--- config.mk ---
export PLATFORM = sky130hd
export DESIGN_NAME = mdio_master
export DESIGN_NICKNAME = d
export VERILOG_FILES = /design/src/rtl/mdio_pkg.sv /design/src/rtl/mdio_tick_gen.sv /design/src/rtl/mdio_rx_capture.sv /design/src/rtl/mdio_master.sv
export SDC_FILE = /design/constraint.sdc
export NUM_CORES = 1
export LEC_CHECK = 0
export ABC_AREA = 1
export BUFFER_PORTS_ARGS = -buffer_cell sky130_fd_sc_hd__buf_2
export CAP_MARGIN = 20
export CORE_MARGIN = 2
export CORE_UTILIZATION = 45
export DETAILED_ROUTE_END_ITERATION = 6
export PLACE_DENSITY = 0.65
export SYNTH_ARGS = -nofsm -noshare
export SYNTH_HDL_FRONTEND = slang
export SYNTH_SLANG_ARGS = --single-unit
--- constraint.sdc ---
create_clock -name clk -period 1.65 [get_ports clk]
set_input_delay 0.33 -clock clk [delete_from_list [all_inputs] [get_ports clk]]
set_output_delay 0.33 -clock clk [all_outputs]
set_load 0.01 [all_outputs]
--- src/rtl/mdio_pkg.sv ---
package mdio_pkg;
  localparam int PHY_W     = 5;
  localparam int REG_W     = 5;
  localparam int DATA_W    = 16;
  localparam int PRE_LEN   = 32;
  localparam int FRAME_LEN = PRE_LEN + 4 + PHY_W + REG_W + 2 + DATA_W;
  localparam int SLOT_W    = $clog2(FRAME_LEN);
  localparam int TA_SLOT   = PRE_LEN + 4 + PHY_W + REG_W;
  localparam int ERR_SLOT  = TA_SLOT + 1;
  localparam int DAT_SLOT  = TA_SLOT + 2;

  localparam logic [1:0] CODE_START = 2'b01;
  localparam logic [1:0] CODE_RD    = 2'b10;
  localparam logic [1:0] CODE_WR    = 2'b01;
  localparam logic [1:0] CODE_TA    = 2'b10;

  // whole outgoing bit stream, first slot in the MSB
  function automatic logic [FRAME_LEN-1:0] frame_bits(
    input logic              wr,
    input logic [PHY_W-1:0]  phy,
    input logic [REG_W-1:0]  rg,
    input logic [DATA_W-1:0] wd);
    logic [DATA_W+1:0] tail;
    tail = wr ? {CODE_TA, wd} : {(DATA_W+2){1'b1}};
    return {{PRE_LEN{1'b1}}, CODE_START, (wr ? CODE_WR : CODE_RD), phy, rg, tail};
  endfunction

  // master owns the line in this slot
  function automatic logic master_drives(input logic wr, input logic [SLOT_W-1:0] s);
    return wr || (s < SLOT_W'(TA_SLOT));
  endfunction

  function automatic logic [DATA_W-1:0] read_result(input logic err, input logic [DATA_W-1:0] d);
    return err ? '0 : d;
  endfunction
endpackage

--- src/rtl/mdio_tick_gen.sv ---
module mdio_tick_gen #(
  parameter int DIV_W = 8
) (
  input  logic             clk,
  input  logic             rst_n,
  input  logic             run,
  input  logic [DIV_W-1:0] div,
  output logic             rise_evt,
  output logic             fall_evt,
  output logic             mdc
);
  logic [DIV_W-1:0] cnt;
  logic             phase;
  logic             half_end;

  assign half_end = run && (cnt == div);
  assign rise_evt = half_end && !phase;
  assign fall_evt = half_end && phase;
  assign mdc      = phase;

  always_ff @(posedge clk) begin
    if (!rst_n || !run) begin
      cnt   <= '0;
      phase <= 1'b0;
    end else if (half_end) begin
      cnt   <= '0;
      phase <= !phase;
    end else begin
      cnt   <= cnt + 1'b1;
    end
  end
endmodule

--- src/rtl/mdio_rx_capture.sv ---
module mdio_rx_capture
  import mdio_pkg::*;
(
  input  logic              clk,
  input  logic              rst_n,
  input  logic              clear,
  input  logic              take_err,
  input  logic              take_bit,
  input  logic              mdio_i,
  output logic              err_q,
  output logic [DATA_W-1:0] data_q
);
  always_ff @(posedge clk) begin
    if (!rst_n || clear) begin
      err_q  <= 1'b0;
      data_q <= '0;
    end else begin
      if (take_err) err_q  <= mdio_i;
      if (take_bit) data_q <= {data_q[DATA_W-2:0], mdio_i};
    end
  end
endmodule

--- src/rtl/mdio_master.sv ---
module mdio_master
  import mdio_pkg::*;
#(
  parameter int DIV_W = 8
) (
  input  logic              clk,
  input  logic              rst_n,
  input  logic              req_valid,
  output logic              req_ready,
  input  logic              req_write,
  input  logic [PHY_W-1:0]  req_phy,
  input  logic [REG_W-1:0]  req_reg,
  input  logic [DATA_W-1:0] req_wdata,
  input  logic [DIV_W-1:0]  mdc_div,
  output logic              cmp_done,
  output logic [DATA_W-1:0] cmp_rdata,
  output logic              cmp_err,
  output logic              mdc,
  output logic              mdio_o,
  output logic              mdio_oe,
  input  logic              mdio_i
);
  localparam logic [SLOT_W-1:0] LAST_SLOT = SLOT_W'(FRAME_LEN - 1);

  logic                 busy;
  logic                 is_wr;
  logic [SLOT_W-1:0]    slot;
  logic [FRAME_LEN-1:0] tx_sr;
  logic [DIV_W-1:0]     div_q;
  logic                 accept;
  logic                 rise_evt;
  logic                 fall_evt;
  logic                 last_evt;
  logic                 smp_err;
  logic                 smp_bit;
  logic                 rx_err;
  logic [DATA_W-1:0]    rx_data;
  logic                 done_q;
  logic [DATA_W-1:0]    rdata_q;
  logic                 err_q;

  assign accept   = req_valid && !busy;
  assign last_evt = fall_evt && (slot == LAST_SLOT);
  assign smp_err  = rise_evt && !is_wr && (slot == SLOT_W'(ERR_SLOT));
  assign smp_bit  = rise_evt && !is_wr && (slot >= SLOT_W'(DAT_SLOT));

  mdio_tick_gen #(.DIV_W(DIV_W)) u_tick (
    .clk      (clk),
    .rst_n    (rst_n),
    .run      (busy),
    .div      (div_q),
    .rise_evt (rise_evt),
    .fall_evt (fall_evt),
    .mdc      (mdc)
  );

  mdio_rx_capture u_rx (
    .clk      (clk),
    .rst_n    (rst_n),
    .clear    (accept),
    .take_err (smp_err),
    .take_bit (smp_bit),
    .mdio_i   (mdio_i),
    .err_q    (rx_err),
    .data_q   (rx_data)
  );

  always_ff @(posedge clk) begin
    if (!rst_n) begin
      busy  <= 1'b0;
      is_wr <= 1'b0;
      slot  <= '0;
      tx_sr <= '1;
      div_q <= '0;
    end else if (accept) begin
      busy  <= 1'b1;
      is_wr <= req_write;
      slot  <= '0;
      tx_sr <= frame_bits(req_write, req_phy, req_reg, req_wdata);
      div_q <= mdc_div;
    end else if (fall_evt) begin
      slot  <= slot + 1'b1;
      tx_sr <= {tx_sr[FRAME_LEN-2:0], 1'b1};
      if (last_evt) busy <= 1'b0;
    end
  end

  always_ff @(posedge clk) begin
    if (!rst_n) begin
      done_q  <= 1'b0;
      rdata_q <= '0;
      err_q   <= 1'b0;
    end else begin
      done_q <= last_evt;
      if (last_evt) begin
        rdata_q <= is_wr ? '0 : read_result(rx_err, rx_data);
        err_q   <= !is_wr && rx_err;
      end
    end
  end

  assign req_ready = !busy;
  assign cmp_done  = done_q;
  assign cmp_rdata = rdata_q;
  assign cmp_err   = err_q;
  assign mdio_o    = busy ? tx_sr[FRAME_LEN-1] : 1'b1;
  assign mdio_oe   = !busy || master_drives(is_wr, slot);
endmodule

* Word-level counts from Yosys, hierarchy flattened
Index checks and enable logic that the tools add are counted.
** Storage, ports and cells
- Register bits after elaboration :: 124
- Input bits :: 39
- Output and inout port bits :: 22
** Cells by class
- $add $sub $neg :: 2
- Magnitude comparators :: 2
- Equality and inequality tests :: 3
- Mux-type cells :: 10
- Bitwise gates (word level) :: 1
- Reduce and logical (&&, ||, !) cells :: 22
** Operators with widths (number)
- $mux W32 :: 2
- $mux W16 :: 2
- $mux W17 :: 1
- $eq A6 B6 Y1 const B :: 2
- $logic_and A1 B1 Y1 :: 9
- $add A8 B1 Y8 const B :: 1
- $eq A8 B8 Y1 :: 1
- $add A6 B1 Y6 const B :: 1
- $ge A6 B6 Y1 const B :: 1
- $lt A6 B6 Y1 const B :: 1
- $logic_not A1 Y1 :: 4
- $logic_or A1 B1 Y1 :: 4
- $mux W1 :: 4
- $reduce_bool A2 Y1 :: 2
- $reduce_or A2 Y1 :: 2
- $mux W2 :: 1
- $reduce_and A2 Y1 :: 1
- $not A1 Y1 :: 1

* Depth between registers and ports, before layout
- Depth after elaboration :: 7
- Mapped depth :: 11

* Modules after synthesis
Synthesis repeated with hierarchy kept, for this count alone.
** Unflattened totals
- Cell total of the unflattened synthesis :: 682
- Area, all modules :: 5124.9 µm²
** Modules (own cells, without submodules)
- mdio_master :: times used 1, cells an instance 524, area each 3856.2 µm²
- mdio_rx_capture :: times used 1, cells an instance 76, area each 690.7 µm²
- mdio_tick_gen :: times used 1, cells an instance 82, area each 578.1 µm²

* Worst setup path before layout
No wires, ideal clock.
- Path type :: register to register
- Start :: reg slot[1]
- End :: reg rdata_q[10] (netlist: cmp_rdata[10])
- Library setup time :: 0.132 ns
- Arrival :: 1.465 ns
- Setup slack :: 0.053 ns
- Cell stages (with the launch flop) :: 8
- Buffers on the path :: 1
- Period minus slack after synthesis :: 1.597 ns
- Path through :: dfxtp_1 ha_1 nand3_1 nor2_2 nand4_2 buf_2 nand2_1 a21oi_1
** Between the ends
- Cells in the longest elaborated chain, start to end :: 2
** RTL lines
- from (decl) :: line mdio_master.sv:27 : logic [SLOT_W-1:0] slot;
- from (signal assigned) :: line mdio_master.sv:82 : slot <= slot + 1'b1;
- $eq A6 B6 Y1 :: line mdio_master.sv:43 : assign last_evt = fall_evt && (slot == LAST_SLOT);
- $logic_and A1 B1 Y1 :: line mdio_master.sv:43
- to (signal assigned) :: line mdio_master.sv:96 : rdata_q <= is_wr ? '0 : read_result(rx_err, rx_data);
- to (decl) :: line mdio_master.sv:39 : logic [DATA_W-1:0] rdata_q;
Every way passes these cells.
A chain may end at the register's enable or synchronous reset.

* Worst setup path after layout
- Start :: reg u_tick.cnt[0]
- End :: reg tx_sr[21]
** Between the ends
- Cells in the longest elaborated chain, start to end :: 4
** RTL lines
- from (decl) :: line mdio_tick_gen.sv:12 : logic [DIV_W-1:0] cnt;
- from (signal assigned) :: line mdio_tick_gen.sv:29 : cnt <= cnt + 1'b1;
- $eq A8 B8 Y1 :: line mdio_tick_gen.sv:16 : assign half_end = run && (cnt == div);
- $logic_and A1 B1 Y1 :: line mdio_tick_gen.sv:16
- $logic_and A1 B1 Y1 :: line mdio_tick_gen.sv:18 : assign fall_evt = half_end && phase;
- $reduce_bool A2 Y1 (no source line)
- to (signal assigned) :: line mdio_master.sv:79 : tx_sr <= frame_bits(req_write, req_phy, req_reg, req_wdata);
- to (signal assigned) :: line mdio_master.sv:83 : tx_sr <= {tx_sr[FRAME_LEN-2:0], 1'b1};
- to (decl) :: line mdio_master.sv:28 : logic [FRAME_LEN-1:0] tx_sr;
Every way passes these cells.

==> flow_metrics.tcl <==
set metrics [dict create \
    yosys-top-cells-area "dfxtp_1, nand2_1, nand3_1" \
    min_to "tx_sr[19]" \
    p_seq_frac 0.437 \
    ant_nets 0 \
    grt_antenna_before_repair 0 \
    p_sw_mw 1.70 \
    syn_to_final_growth_pct 26.7 \
    r2r_start "u_tick.cnt[0]" \
    dp.cells 918 \
    start_util 0.463 \
    grt_overflow_total 0 \
    yosysTopAreaCell "dfxtp_1" \
    post_route_cells_drive_above_1_share 0.257 \
    dr.pass1.iters 7 \
    die-width_um 113 \
    track_usage 0.191 \
    yosysWarningCount 0 \
    grt_pass1_wl_um 20100 \
    netlist_area_um2 5330 \
    clk_path_buf_depth 2 \
    worstHoldStart "req_reg[1]" \
    maxCapViolCount 0 \
    path_clk_slew_ns 0.05 \
    fin_tns_setup_ns 0 \
    status "complete, but fails checks" \
    die_y_um 113 \
    rsz0062_at_grt "true" \
    cp.required_ns 1.94 \
    syn-num-nets 782 \
    ios 61 \
    swShare 0.236 \
    vias 4942 \
    crit_start "u_tick.cnt[0]" \
    htree_levels 4 \
    clockRootBuffer "clkbuf_16" \
    syn_inst 741 \
    setup.worst_path.end_class "flip-flop" \
    skew_ns 0.00619 \
    pre_cts_slack_ns 0.0642 \
    seq_area_frac_synth 0.465 \
    cts_tree "built" \
    ff2ff_path_depth 10 \
    cp-start-kind "flip-flop" \
    dp_hpwl_um 7430 \
    synth_cell_types 35 \
    met3WireLength_um 619 \
    worst_pin_slew_ns 0.731 \
    timing.rr.end "tx_sr[21]" \
    antenna_cells 0 \
    highest-signal-layer "met4" \
    synth_top_cell_area_share 0.465 \
    async_reset_ff_frac 0 \
    post_layout_nonfiller_instances 963 \
    clockPowerShare 0.481 \
    ys.flop_type "dfxtp_1" \
    relSlewSlack 0.509 \
    port_buffers 60 \
    violations "DRC" \
    max_freq_mhz 611 \
    holdWs_ns 0.129 \
    vdd_ir_drop_max_v 0.000661 \
    ys_top_cells_by_count "nand2_1, dfxtp_1, nand3_1" \
    m1WireLength_um 5650 \
    powerDensity_nw_per_um2 1070 \
    finalWeightedCongestion 0.801 \
    combPwrFrac 0.082 \
    core_area_um2 11500 \
    syn_avg_cell_area_um2 7.20 \
    leakagePower_nw 3.21 \
    arrival_ns 1.92 \
    drc_errors 2 \
    via_per_inst 5.13 \
    hold_path_class "in2reg" \
    fp-row-count 39 \
    ys_ff_latch 124 \
    criticalPathCategory "reg2reg" \
    wl_met2_um 6050 \
    hold_depth 3 \
    p_int_mw 5.50 \
    synth-edff-count 0 \
    clk_latency_ns 0.42 \
    crit_fanout 9 \
    setup_viol 0 \
    fin_ws_ns 0.0128 \
    routedWlPerCell_um 13.0 \
    grt_pass1_vias 4628 \
    cts_buffers 17 \
    clock-sinks 124 \
    final_max_slew_viol_count 0 \
    hold_viol 0 \
    nets 850 \
    wl_um 12500 \
    period_needed_ns 1.64 \
    die_area_um2 12700 \
    grt_max_degree 69 \
    r2r_slack_ns 0.01 \
    period_share 0.992 \
    yosysMostFrequentCell "nand2_1" \
    initialDrtViolationCount 248 \
]
power by group through the flow:
stage                     sequential (mW)  combinational, mW  clock, mW
after detailed placement             3.20              0.529          0
after floorplan                      3.19              0.386          0
after CTS                            3.14              0.532       3.52
final                                3.15              0.591       3.46
after global placement               3.20              0.519          0
after global routing                 3.16              0.665       3.67
worst max-delay path by stage:
stage | endpoint | slack (ns) | cells after the start
finish | tx_sr[21] | 0.01 | 10
global route | tx_sr[20] | -0.09 | 10
CTS | mdio_oe | 0.01 | 4
detailed placement | tx_sr[63] | 0.06 | 10
global placement | tx_sr[1] | 0.07 | 8
floorplan | cmp_rdata[10] | 0.05 | 7
state kept, by name, indices dropped and copies added, names as in the netlist:
name and cells:
u_rx.err_q 1, cmp_rdata 16, slot 6, busy 1
is_wr 1, div_q 8, cmp_err 1, u_tick.mdc 1
u_tick.cnt 8, u_rx.data_q 16, cmp_done 1, tx_sr 64
worst max-delay path, stage by stage (launching register included):
cell and delay [ns]:
dfxtp_4 0.37, inv_2 0.04, nand2_2 0.08, nand2_2 0.06, nor2_2 0.11, nand2_2 0.08, nor2_4 0.14, nand3_4 0.22
clkbuf_16 0.26, nand3_1 0.06, nand4_1 0.07
through the flow:
step	power [mW]	utilization	instance area, um^2
floorplan	3.58	-	5330
global placement	3.72	0.500	5760
detailed placement	3.73	0.500	5760
CTS	7.19	0.548	6310
global route	7.50	0.587	6760
finish	7.20	0.587	6760
placed cells by master, fill, tap and decap left out, drive strengths merged, types with 3 or more instances in the layout:
cell type  synthesis  final
clkinv             1      7
nor2              77     77
inv               62     62
dfxtp            124    124
buf               25     84
nand4             15     15
o21ai             12     12
xor2               4      4
nand2            220    220
a21oi             58     58
nor3               4      4
nor3b              3      3
clkbuf            16     28
nand3            109    109
layer usage:
layer  vias to the layer above  GRT usage
met3                        21     0.0471
met5                         -          0
met1                      2292      0.233
met2                       114      0.322
li1                       2515          -
met4                         0     0.0846
cell families (layout without fill, tap and decap cells):
kind of cell	Yosys count	count (layout)	share of synthesized area
compound gates	73	73	0.0699
xor+xnor	6	6	0.00985
fa+ha+maj	2	2	0.00469
buf+inv	104	183	0.0927
flops	124	124	0.465
simple gates	432	432	0.357
what timing repair did:
item,CTS,global route
hold endpoints to repair,0,0
cloned,0,9
pin swaps,0,28
hold buffers,0,0
gates resized for setup,1,85
buffers inserted,0,6
endpoints found under the setup margin,1,105
layout make-up:
type	count	area, um^2
clock buffers	22	484
clock inverters	8	67.6
fillers	1065	4760
inverters	63	239
multi-input cells	513	2520
flip-flops and latches	124	2530
well taps	143	179
repair buffers	90	737
Power figures use the tool's default switching activity.
